[config.mk]
export PLATFORM = sky130hd
export DESIGN_NAME = pipe_mac
export DESIGN_NICKNAME = d
export VERILOG_FILES = /design/src/rtl/mac_pkg.sv /design/src/rtl/mac_csa.sv /design/src/rtl/mac_pp_gen.sv /design/src/rtl/mac_csa_tree.sv /design/src/rtl/mac_sat.sv /design/src/rtl/pipe_mac.sv
export SDC_FILE = /design/constraint.sdc
export NUM_CORES = 1
export LEC_CHECK = 0
export CAP_MARGIN = 20
export CORE_MARGIN = 10
export CORE_UTILIZATION = 50
export CTS_CLUSTER_DIAMETER = 40
export CTS_CLUSTER_SIZE = 14
export DETAILED_ROUTE_END_ITERATION = 10
export PLACE_DENSITY = 0.79
export SETUP_SLACK_MARGIN = 0.5
export SLEW_MARGIN = 10
export SYNTH_ARGS = -nofsm -noshare
export SYNTH_HDL_FRONTEND = slang
export SYNTH_SLANG_ARGS = --single-unit
[constraint.sdc]
create_clock -name clk_i -period 9.7 [get_ports clk_i]
set_clock_uncertainty 0.05 [all_clocks]
set_input_delay 0.97 -clock clk_i [delete_from_list [all_inputs] [get_ports clk_i]]
set_output_delay 0.97 -clock clk_i [all_outputs]
set_load 0.01 [all_outputs]
[src/rtl/mac_pkg.sv]
package mac_pkg;
  // rows left after one layer of 3:2 compression
  function automatic int rows_next(int rows);
    return 2 * (rows / 3) + rows % 3;
  endfunction

  function automatic int rows_after(int rows, int lvl);
    int c;
    c = rows;
    for (int i = 0; i < lvl; i++) c = rows_next(c);
    return c;
  endfunction

  function automatic int tree_depth(int rows);
    int c;
    int d;
    c = rows;
    d = 0;
    while (c > 2) begin
      c = rows_next(c);
      d++;
    end
    return d;
  endfunction
endpackage

[src/rtl/mac_csa.sv]
module mac_csa #(
  parameter int W = 8
) (
  input  logic [W-1:0] x_i,
  input  logic [W-1:0] y_i,
  input  logic [W-1:0] z_i,
  output logic [W-1:0] s_o,
  output logic [W-1:0] c_o
);
  logic [W-1:0] maj;

  assign s_o = x_i ^ y_i ^ z_i;
  assign maj = (x_i & y_i) | (x_i & z_i) | (y_i & z_i);
  assign c_o = {maj[W-2:0], 1'b0};
endmodule

[src/rtl/mac_pp_gen.sv]
// Rows are non-negative. Each signed row is offset by +2^(N-1) (sign bit
// inverted). The offsets are removed by one constant added in stage 2.
module mac_pp_gen #(
  parameter int N = 16,
  parameter int W = 2 * N + 1
) (
  input  logic [N-1:0] a_i,
  input  logic [N-1:0] b_i,
  output logic [W-1:0] rows_o [N+1]
);
  for (genvar i = 0; i < N; i++) begin : g_row
    logic [N-1:0] x;
    if (i == N - 1) begin : g_neg
      // -b*a = b*(~a) + b
      assign x = b_i[i] ? ~a_i : '0;
    end else begin : g_pos
      assign x = b_i[i] ? a_i : '0;
    end
    assign rows_o[i] = W'({~x[N-1], x[N-2:0]}) << i;
  end

  // +b for the negated top row
  assign rows_o[N] = W'(b_i[N-1]) << (N - 1);
endmodule

[src/rtl/mac_csa_tree.sv]
module mac_csa_tree #(
  parameter int W    = 33,
  parameter int ROWS = 17
) (
  input  logic [W-1:0] rows_i [ROWS],
  output logic [W-1:0] sum_o,
  output logic [W-1:0] carry_o
);
  localparam int LEVELS = mac_pkg::tree_depth(ROWS);

  logic [W-1:0] v [LEVELS+1][ROWS];

  for (genvar r = 0; r < ROWS; r++) begin : g_in
    assign v[0][r] = rows_i[r];
  end

  for (genvar l = 0; l < LEVELS; l++) begin : g_lvl
    localparam int CIN = mac_pkg::rows_after(ROWS, l);
    localparam int NG  = CIN / 3;
    localparam int REM = CIN % 3;

    for (genvar g = 0; g < NG; g++) begin : g_csa
      mac_csa #(.W(W)) u_csa (
        .x_i(v[l][3*g]),
        .y_i(v[l][3*g+1]),
        .z_i(v[l][3*g+2]),
        .s_o(v[l+1][2*g]),
        .c_o(v[l+1][2*g+1])
      );
    end

    for (genvar r = 0; r < REM; r++) begin : g_pass
      assign v[l+1][2*NG+r] = v[l][3*NG+r];
    end

    for (genvar z = 2 * NG + REM; z < ROWS; z++) begin : g_zero
      assign v[l+1][z] = '0;
    end
  end

  assign sum_o   = v[LEVELS][0];
  assign carry_o = v[LEVELS][1];
endmodule

[src/rtl/mac_sat.sv]
module mac_sat #(
  parameter int AW = 40,
  parameter int OW = 32
) (
  input  logic [AW-1:0] acc_i,
  output logic [OW-1:0] sat_o,
  output logic          ovf_o
);
  localparam int HW = AW - OW + 1;
  localparam logic [OW-1:0] POS_MAX = {1'b0, {(OW-1){1'b1}}};
  localparam logic [OW-1:0] NEG_MIN = {1'b1, {(OW-1){1'b0}}};

  logic [HW-1:0] head;
  logic          fits;

  assign head  = acc_i[AW-1:OW-1];
  assign fits  = (&head) | (~|head);
  assign ovf_o = ~fits;

  always_comb begin
    if (fits)              sat_o = acc_i[OW-1:0];
    else if (acc_i[AW-1])  sat_o = NEG_MIN;
    else                   sat_o = POS_MAX;
  end
endmodule

[src/rtl/pipe_mac.sv]
module pipe_mac #(
  parameter int N = 16,
  parameter int G = 8
) (
  input  logic              clk_i,
  input  logic              rst_ni,
  input  logic              valid_i,
  input  logic              clear_i,
  input  logic [N-1:0]      a_i,
  input  logic [N-1:0]      b_i,
  output logic              valid_o,
  output logic [2*N+G-1:0]  acc_full_o,
  output logic [2*N-1:0]    acc_sat_o,
  output logic              ovf_o
);
  localparam int PW   = 2 * N;
  localparam int W1   = PW + 1;
  localparam int AW   = PW + G;
  localparam int ROWS = N + 1;

  // removes the N row offsets of 2^(N-1) * 2^i
  localparam logic [AW-1:0] ONES_N = {{(AW-N){1'b0}}, {N{1'b1}}};
  localparam logic [AW-1:0] CORR   = ~(ONES_N << (N - 1)) + {{(AW-1){1'b0}}, 1'b1};

  // ---------------- stage 1 ----------------
  logic [W1-1:0] rows [ROWS];
  logic [W1-1:0] tree_sum, tree_carry;
  logic [W1-1:0] s1_sum_q, s1_carry_q;
  logic          s1_vld_q, s1_clr_q;

  mac_pp_gen #(.N(N), .W(W1)) u_pp (
    .a_i   (a_i),
    .b_i   (b_i),
    .rows_o(rows)
  );

  mac_csa_tree #(.W(W1), .ROWS(ROWS)) u_tree (
    .rows_i (rows),
    .sum_o  (tree_sum),
    .carry_o(tree_carry)
  );

  always_ff @(posedge clk_i or negedge rst_ni) begin
    if (!rst_ni) begin
      s1_sum_q   <= '0;
      s1_carry_q <= '0;
      s1_vld_q   <= 1'b0;
      s1_clr_q   <= 1'b0;
    end else begin
      s1_vld_q <= valid_i;
      s1_clr_q <= clear_i;
      if (valid_i) begin
        s1_sum_q   <= tree_sum;
        s1_carry_q <= tree_carry;
      end
    end
  end

  // ---------------- stage 2 ----------------
  logic [AW-1:0] acc_q, acc_base, acc_d;
  logic [AW-1:0] m1_s, m1_c, m2_s, m2_c;
  logic          vld_q;

  assign acc_base = s1_clr_q ? '0 : acc_q;

  mac_csa #(.W(AW)) u_merge_corr (
    .x_i(AW'(s1_sum_q)),
    .y_i(AW'(s1_carry_q)),
    .z_i(CORR),
    .s_o(m1_s),
    .c_o(m1_c)
  );

  mac_csa #(.W(AW)) u_merge_acc (
    .x_i(m1_s),
    .y_i(m1_c),
    .z_i(acc_base),
    .s_o(m2_s),
    .c_o(m2_c)
  );

  assign acc_d = m2_s + m2_c;

  always_ff @(posedge clk_i or negedge rst_ni) begin
    if (!rst_ni) begin
      acc_q <= '0;
      vld_q <= 1'b0;
    end else begin
      vld_q <= s1_vld_q;
      if (s1_vld_q)      acc_q <= acc_d;
      else if (s1_clr_q) acc_q <= '0;
    end
  end

  mac_sat #(.AW(AW), .OW(PW)) u_sat (
    .acc_i(acc_q),
    .sat_o(acc_sat_o),
    .ovf_o(ovf_o)
  );

  assign acc_full_o = acc_q;
  assign valid_o    = vld_q;
endmodule

==> results.toml <==
[synth]
synth-edff-count = 0
ys_warn_count = 0
synthSimpleGateAreaFrac = 0.1374
synth_fa_ha_area_frac = 0.4378
ys_ff_latch = 100
synth.top_cell.area_share = 0.3136
synth_top_family_by_area = "adder cells"
synth_flop_cell = "dfrtp_1"
synthDistinctLibCells = 53
synthArstFlopShare = 1.000
synth_nets = 1888
synth_cells = 1486
synth_compound_area_frac = 0.08277
synth_top_cell_by_area = "fa_1"
ys_seq_area_frac = 0.1750
synthMuxAreaShare = 0.05556
syn-cell-area_mm2 = 0.01430
ys_top_cells_by_area = "fa_1 31%, dfrtp_1 17%, ha_1 12%"
syn_avg_cell_area_um2 = 9.623
synthXorXnorAreaFrac = 0.02144

[drt]
routed_wl_mm = 32.86
drtPass1Iterations = 5
wire_per_inst_um = 16.99
viasPerCell = 5.401
drcViolationCount = 0
drt_iter0_drc = 534
vias = 10446
drtAntennaViolNets = 0

[clock_tree]
post_cts_buffers = 0
cts_max_level = 3
cts_tree = "done"
cts_sinks = 100
clk_pin_slew_worst_paths_ns = 0.08
cts_buffers = 9
cts_buffer_depth = 2
clk_latency_ns = 0.36
root_buffer = "clkbuf_16"
holdBufCountCts = 0
cts.repair.resized = 0

[power_and_ir_drop]
p_leak_nw = 8.021
power.density_mw_per_mm2 = 308.8
vdd_drop_max_uv = 168.1

[worst_setup_path]
worstPathArrival_ns = 5.51
path_max_fanout = 16
r2r-start = "s1_clr_q"
crit_chain = "clkdlybuf4s50_1, nand2_1, fa_1, fa_1, fa_1, inv_1, fa_1, inv_1, fa_1, inv_1, fa_1, mux2_2"
path_class = "in -> reg"
crit_start = "b_i[14]"
critPathSlowestCell = "clkdlybuf4s50_1"
ff2ff_setup_slack_ns = 4.60
endpoint_kind = "flip-flop"
ff2ff_path_depth = 16
cp_slowest_stage_delay_ns = 0.90
critical_path.startpoint_type = "input pin"
cpMostUsedCell = "fa_1"
cp-endpoint = "s1_sum_q[21]"
required_ns = 9.89
r2r-end = "acc_full_o[39]"

[timing]
fin_ws_ns = 4.378
tns_ns = 0
post-route-period-util = 0.5486
setup_viol_count_final = 0
maxSlewViolCount = 0
relSlewSlack = 0.4567
clock.fmax_mhz = 187.9
period_needed_ns = 5.322
tightest_slew_ns = 0.8150
rsz0062_at_grt = "false"
finalHoldViolations = 0

[floorplan]
die_area_mm2 = 0.03576
rows = 61
core_mm2 = 0.02801
die_h_um = 189.1
ios = 110
floorplan.initialDensity = 0.5105
chipWidth_um = 189.1

[finish]
layout-drive-gt1-share = 0.06877
num_antenna_cells = 0
multi_input_area_mm2 = 0.01052
stdcell_count = 1934
fin_nets = 1953
n_fill_cell = 2379
regArea_mm2 = 0.002504
most-common-layout-cells = "282 x inv_1, 224 x fa_1, 184 x nand2_1"
syn_to_final_growth_pct = 11.79
layout_commonest_cell = "inv_1"

[status]
status = "finished clean"

[global_route]
grt-ovfl-total = 0
grt_pass1_vias = 11212
grt_first_pass_wirelength_mm = 55.28
antenna_found_initial = 0
track_usage = 0.1870
grt_max_degree = 64

[worst_hold_path]
holdPathStages = 1
min_path_type = "reg -> reg"

[place]
dp_slack_ns = 4.015
hpwl_mm = 26.53
numPortBuffers = 109
place_inst = 1918
place_congestion = 0.8899

[flow_run]
cap_violations = 0
-- through the flow --
stage	util	instance area, um2	power, mW	hold slack, ns
3_3_place_gp	0.5598	15680	4.432	0.4461
6_report	0.5707	15990	4.937	0.4628
4_1_cts	0.5707	15990	4.988	0.4683
5_1_grt	0.5707	15990	5.481	0.4821
3_5_place_dp	0.5598	15680	4.582	0.4507
2_1_floorplan	-	14300	3.436	0.3749
-- area by class of cell --
class,instances,area share
multi-input combinational,1043,0.6580
inverter,282,0.06622
timing repair buffer,115,0.07060
sequential,100,0.1566
clock buffer,10,0.01495
tap,378,0.02959
clock inverter,6,0.004070
-- worst max-delay path, delay by kind of cell --
kind / cells / cell delay (ns)
fa+ha+maj: 6 / 3.04
buf+inv: 4 / 1.05
simple gates: 1 / 0.17
mux: 1 / 0.27
-- kinds of logic (layout without fill, tap and decap cells) --
kind of cell | count (synthesis) | after routing
AO/OA/AOI/OAI | 177 | 177
XOR/XNOR | 35 | 35
adder cells (fa/ha/maj) | 366 | 366
buffers and inverters | 343 | 413
flip-flops | 100 | 100
multiplexers | 71 | 71
AND/OR/NAND/NOR | 394 | 394
-- registers in the layout, indices dropped and copies added, names as in the netlist --
name and count:
valid_o 1, s1_carry_q 25, s1_sum_q 32, s1_clr_q 1
s1_vld_q 1, acc_full_o 40
-- worst min-delay path by stage --
stage                   startpoint              to  slack (ns)
finish               s1_carry_q[7]   s1_carry_q[7]        0.46
global route        s1_carry_q[11]  s1_carry_q[11]        0.48
CTS                  s1_carry_q[7]   s1_carry_q[7]        0.47
detailed placement  s1_carry_q[13]  s1_carry_q[13]        0.45
global placement    s1_carry_q[26]  s1_carry_q[26]        0.45
floorplan                 s1_vld_q         valid_o        0.37
-- synth_stat cells, types with 2 or more instances --
library cell	number
inv_1	282
fa_1	224
nand2_1	184
ha_1	142
and2_1	117
dfrtp_1	100
mux2_2	67
a21o_1	59
clkbuf_1	54
nor2b_1	36
a21oi_1	35
o21ai_0	35
xnor2_1	23
nor2_1	17
xor2_1	12
nand4_1	8
buf_1	7
nand3_1	6
nor3_1	6
a31oi_1	5
and3_1	5
a21boi_0	4
a21oi_2	4
mux2i_1	4
a211oi_1	3
and4_1	3
nand2b_1	3
nor4_1	3
o211ai_1	3
o21ai_1	3
o21bai_1	3
a2111oi_0	2
a211o_1	2
a221oi_1	2
a31o_2	2
nor3b_1	2
o21a_1	2
o31ai_1	2
-- per-layer routing --
layer | up-vias | global-route usage | wire (um)
met5 | - | 0 | 0
met4 | 0 | 0.06838 | 1146
met3 | 94 | 0.02958 | 1451
met2 | 312 | 0.3405 | 17620
met1 | 5274 | 0.2167 | 12640
li1 | 4766 | - | -
-- where the power goes --
group          switching, mW  total (mW)  internal [mW]
Sequential             0.142       0.753          0.611
Clock                  0.181       0.371          0.190
Combinational           1.99        3.81           1.83
Total                   2.31        4.94           2.63
(Power assumes the default switching activity.)
